<file path="config.mk">
export PLATFORM = sky130hd
export DESIGN_NAME = hs_guard_ctrl
export DESIGN_NICKNAME = d
export VERILOG_FILES = /design/src/rtl/hs_guard_ctrl.sv
export SDC_FILE = /design/constraint.sdc
export NUM_CORES = 1
export LEC_CHECK = 0
export ABC_AREA = 1
export BUFFER_PORTS_ARGS = -buffer_cell sky130_fd_sc_hd__buf_4
export CAP_MARGIN = 20
export CORE_MARGIN = 2
export CORE_UTILIZATION = 61
export CTS_CLUSTER_DIAMETER = 50
export DETAILED_ROUTE_END_ITERATION = 10
export PLACE_DENSITY = 0.8
export SLEW_MARGIN = 20
export SYNTH_ARGS = -nofsm -noshare
export SYNTH_HDL_FRONTEND = slang
export SYNTH_SLANG_ARGS = --single-unit
</file>
<file path="constraint.sdc">
create_clock -name clk -period 3.8 [get_ports clk]
set_clock_uncertainty 0.15 [all_clocks]
set_input_delay 0.38 -clock clk [delete_from_list [all_inputs] [get_ports clk]]
set_output_delay 0.38 -clock clk [all_outputs]
set_load 0.005 [all_outputs]
</file>
<file path="src/rtl/hs_guard_ctrl.sv">
`timescale 1ns/1ps
module hs_guard_ctrl #(
  parameter int CW    = 16,
  parameter int SHIFT = 5
) (
  input  logic          clk,
  input  logic          rst,
  input  logic          sw_in,
  input  logic          ilim_act,
  input  logic          ot_trip,
  input  logic          ot_clear,
  input  logic          supply_ok,
  input  logic          coff_en,
  input  logic [CW-1:0] coff_cycles,
  output logic          gate_on,
  output logic          limiting,
  output logic          fault_n
);
  localparam int WW = CW + SHIFT;

  typedef enum logic [1:0] {S_RUN, S_LIMIT, S_RESTART, S_THERM} st_t;

  st_t           st;
  logic          gate_q, flt_q;
  logic [CW-1:0] lim_cnt, win;
  logic [WW-1:0] wait_cnt;

  logic run_ok, cut_due, wait_done, wait_keep;
  assign run_ok    = sw_in & supply_ok;
  assign cut_due   = ({1'b0, lim_cnt} + 1'b1) >= {1'b0, win};
  assign wait_done = (wait_cnt <= 1);
  assign wait_keep = (st == S_RESTART) || (st == S_THERM);

  always_ff @(posedge clk) begin
    if (rst) begin
      st       <= S_RUN;
      gate_q   <= 1'b0;
      flt_q    <= 1'b1;
      lim_cnt  <= '0;
      win      <= '0;
      wait_cnt <= '0;
    end else if (ot_trip) begin
      st      <= S_THERM;
      gate_q  <= 1'b0;
      flt_q   <= 1'b0;
      lim_cnt <= '0;
      if (!wait_keep)          wait_cnt <= '0;
      else if (wait_cnt != 0)  wait_cnt <= wait_cnt - 1'b1;
    end else begin
      case (st)
        S_RUN: begin
          gate_q <= run_ok;
          flt_q  <= 1'b1;
          if (gate_q && run_ok && ilim_act) begin
            st      <= S_LIMIT;
            win     <= coff_cycles;
            lim_cnt <= '0;
          end
        end
        S_LIMIT: begin
          if (!run_ok) begin
            st      <= S_RUN;
            gate_q  <= 1'b0;
            lim_cnt <= '0;
          end else if (!ilim_act) begin
            st      <= S_RUN;
            gate_q  <= 1'b1;
            lim_cnt <= '0;
          end else if (coff_en && cut_due) begin
            st       <= S_RESTART;
            gate_q   <= 1'b0;
            flt_q    <= 1'b0;
            lim_cnt  <= '0;
            wait_cnt <= {win, {SHIFT{1'b0}}};
          end else if (coff_en) begin
            lim_cnt <= lim_cnt + 1'b1;
          end
        end
        S_RESTART: begin
          if (wait_done) begin
            st       <= S_RUN;
            flt_q    <= 1'b1;
            gate_q   <= run_ok;
            wait_cnt <= '0;
          end else begin
            wait_cnt <= wait_cnt - 1'b1;
          end
        end
        default: begin
          if (ot_clear && wait_done) begin
            st       <= S_RUN;
            flt_q    <= 1'b1;
            gate_q   <= run_ok;
            wait_cnt <= '0;
          end else if (wait_cnt != 0) begin
            wait_cnt <= wait_cnt - 1'b1;
          end
        end
      endcase
    end
  end

  assign gate_on  = gate_q;
  assign fault_n  = flt_q;
  assign limiting = (st == S_LIMIT);

  p_reset_state_r1: assert property (@(posedge clk)
    rst |=> (!gate_on && fault_n && !limiting));

  p_limit_means_on_r3: assert property (@(posedge clk) disable iff (rst)
    limiting |-> gate_on);

  p_fault_gate_off_r6: assert property (@(posedge clk) disable iff (rst)
    !fault_n |-> !gate_on);

  p_thermal_off_r7: assert property (@(posedge clk) disable iff (rst)
    ot_trip |=> (!gate_on && !fault_n));

  p_no_timeout_r9: assert property (@(posedge clk) disable iff (rst)
    (limiting && !coff_en && ilim_act && sw_in && supply_ok && !ot_trip) |=> limiting);

  p_uvlo_off_r10: assert property (@(posedge clk) disable iff (rst)
    !supply_ok |=> !gate_on);
endmodule

</file>
==> flow_summary.ini <==
[run_status]
status = complete, no violations

[global_route]
antenna_found_initial = 0
grt_max_degree = 42
grt_pass1_wl_um = 20400
gr-total-overflow = 0
grt_pass1_vias = 4533
grt.total_usage_pct = 29.8

[timing]
max_freq_ghz = 0.294
tns_ns = 0
min_period_ns = 3.40
period_share_pct = 89.5
drv_slew = 0
hold_violations = 0
slew_headroom_pct = 41.4
rsz0062_at_grt = false
worst_pin_slew_ns = 0.877
setup-violations-final = 0

[synth]
synthCells = 784
synth_warnings = 0
synth_seq_cells = 57
synth-seq-area-share_pct = 24.6
yosys.area.top_type = dfxtp_1
synth_top_cell_area_share_pct = 24.6
synthTopCellsByArea = dfxtp_1, nand2_1, nor2_1
syn_nets = 832
syn_area_um2 = 4640
ys_types = 33
avgSynthCellArea_um2 = 5.92

[route]
routed_wl_um = 11700
antenna_left = 0
dr.pass1.iters = 6
wire_per_inst_um = 13.0
drtIter0Drc = 399
drc = 0
num_vias = 4856
viasPerCell = 5.40

[hold_path]
hold_path.class = in -> reg
hold_end = win[0]$_SDFFE_PP0P_
holdPathStages = 3
hold_path.startpoint = coff_cycles[0]

[final_layout]
antenna_cells = 0
drive_gt1_share_pct = 11.0
final_area_um2 = 5060
nets = 844
syn_to_final_growth_pct = 9.00

[setup_path]
worst-path-max-fanout = 41
path_class = reg -> reg
regToRegStartpoint = lim_cnt[0]$_SDFFE_PP0P_
reg2reg_to = wait_cnt[5]$_SDFFE_PP0P_
cp_data_required_time_ns = 3.89
worst_setup_path_start_kind = register
critPathArrivalTime_ns = 3.49
cp-end-kind = register
r2r_cells = 20
r2r_slack_ns = 0.40

[place]
gp_congestion = 0.967
hpwl_um = 8620
portBuffers = 26
post_dp_cell_area_um2 = 4830

[clocking]
htreeDepth = 3
cts_hold_buf = 0
clock_tree.root_cell = clkbuf_8
clock_path_buffers = 2
clock_latency_ns = 0.36
path_clk_slew_ns = 0.08
cts_setup_buffers = 0
cts_sinks = 57
cts_resized = 0
cts_tree = built
numCtsBuffers = 9

[floorplan]
row_count = 31
die_h_um = 91.2
core_area_um2 = 7330
ios = 27
start_util_pct = 63.3
die_w_um = 91.2
dieArea_um2 = 8330

[job]
max_cap_violations = 0

[power]
pwr_density_cell_nw_per_um2 = 657
peakVddDrop_uv = 302
leakagePower_nw = 2.58
-- cell type report --
cell class | instances | area (um^2)
Clock inverter | 7 | 103
Fill cell | 660 | 2270
Timing Repair Buffer | 29 | 230
Tap cell | 99 | 124
Sequential cell | 57 | 1140
Clock buffer | 9 | 124
Inverter | 88 | 330
Multi-Input combinational cell | 611 | 3010
-- critical path: stages, from the launching register on --
cell and delay (ns):
dfxtp_1 0.43, ha_1 0.22, nand2_1 0.09, nor2_2 0.16, nand2_2 0.11, nor3b_1 0.32, nand2_1 0.11, xor2_1 0.14
inv_1 0.07, ha_1 0.29, a21oi_1 0.13, nor2_1 0.05, nor3_1 0.21, nand3_2 0.16, nand2_4 0.10, nand2_1 0.06
nand3_2 0.09, buf_12 0.21, nand2_1 0.08, nand2_1 0.07, nor2_1 0.04
-- routing by layer --
| layer | part of all wire, % | vias to the layer above | track usage [%] |
|---|---|---|---|
| li1 | - | 2471 | - |
| met1 | 45 | 2195 | 38.3 |
| met2 | 48 | 169 | 50.2 |
| met3 | 6.0 | 21 | 6.06 |
| met4 | 1.5 | 0 | 9.34 |
| met5 | 0 | - | 0 |
-- synth_stat cells (all sizes together) --
cell / n
nand2: 272
nor2: 133
inv: 88
nand3: 78
dfxtp: 57
a21oi: 38
o21ai: 28
ha: 24
buf: 15
xor2: 14
clkbuf: 13
nand4: 7
nor3: 5
xnor2: 3
a21o: 2
nand3b: 2
nor3b: 2
a211oi: 1
a41o: 1
or2: 1
-- flip-flops by register name (all words and copies together), names as in the netlist --
register and flops:
win 16, st 2, wait_cnt 21, fault_n 1
gate_on 1, lim_cnt 16
-- cell families (layout without fill, tap and decap cells) --
| logic type | count (synthesis) | count (layout) | share of synthesized area, % |
|---|---|---|---|
| buffers and inverters | 116 | 133 | 10.6 |
| AND/OR/NAND/NOR | 500 | 500 | 46.4 |
| adder cells (fa/ha/maj) | 24 | 24 | 6.47 |
| XOR/XNOR | 17 | 17 | 3.21 |
| flip-flops | 57 | 57 | 24.6 |
| AO/OA/AOI/OAI | 70 | 70 | 8.73 |
-- where the power goes --
group          switching [mW]  leakage, nW  internal [mW]
registers              0.0935        0.464          0.689
clock network           0.297        0.110          0.376
logic                    1.30         2.01          0.577
-- metrics by stage --
stage / util [%] / setup slack [ns] / instances / hold slack [ns] / total power, mW
final: 69.0 / 0.399 / 900 / 0.136 / 3.33
after global routing: 69.0 / 0.0721 / 900 / 0.161 / 3.65
after CTS: 69.0 / 0.413 / 900 / 0.141 / 3.30
after detailed placement: 65.9 / 0.450 / 884 / 0.299 / 2.62
after global placement: 65.9 / 0.582 / 884 / 0.292 / 2.56
after floorplan: - / 0.822 / 784 / 0.300 / 2.25
-- worst max-delay path by stage --
stage / startpoint / end / slack [ns] / depth (start not counted)
detailed placement: lim_cnt[0]$_SDFFE_PP0P_ / wait_cnt[5]$_SDFFE_PP0P_ / 0.45 / 20
finish: lim_cnt[0]$_SDFFE_PP0P_ / wait_cnt[5]$_SDFFE_PP0P_ / 0.40 / 20
floorplan: lim_cnt[0]$_SDFFE_PP0P_ / wait_cnt[10]$_SDFFE_PP0P_ / 0.82 / 21
global route: lim_cnt[0]$_SDFFE_PP0P_ / wait_cnt[5]$_SDFFE_PP0P_ / 0.07 / 20
CTS: lim_cnt[0]$_SDFFE_PP0P_ / wait_cnt[5]$_SDFFE_PP0P_ / 0.41 / 20
global placement: lim_cnt[0]$_SDFFE_PP0P_ / wait_cnt[20]$_SDFFE_PP0P_ / 0.58 / 20
-- placed cells by master, fill, tap and decap left out, drive strengths merged --
cell	instances
nand3	78
nor3	5
xnor2	3
a211oi	1
clkinv	2
or2	1
clkbuf	9
inv	90
dfxtp	57
a41o	1
nand4	7
nor2	133
nor3b	2
bufinv	2
a21o	2
o21ai	28
clkinvlp	1
a21oi	38
ha	24
nand2	272
xor2	14
nand3b	2
buf	29
Note: power is estimated with default switching activity, not from simulation.
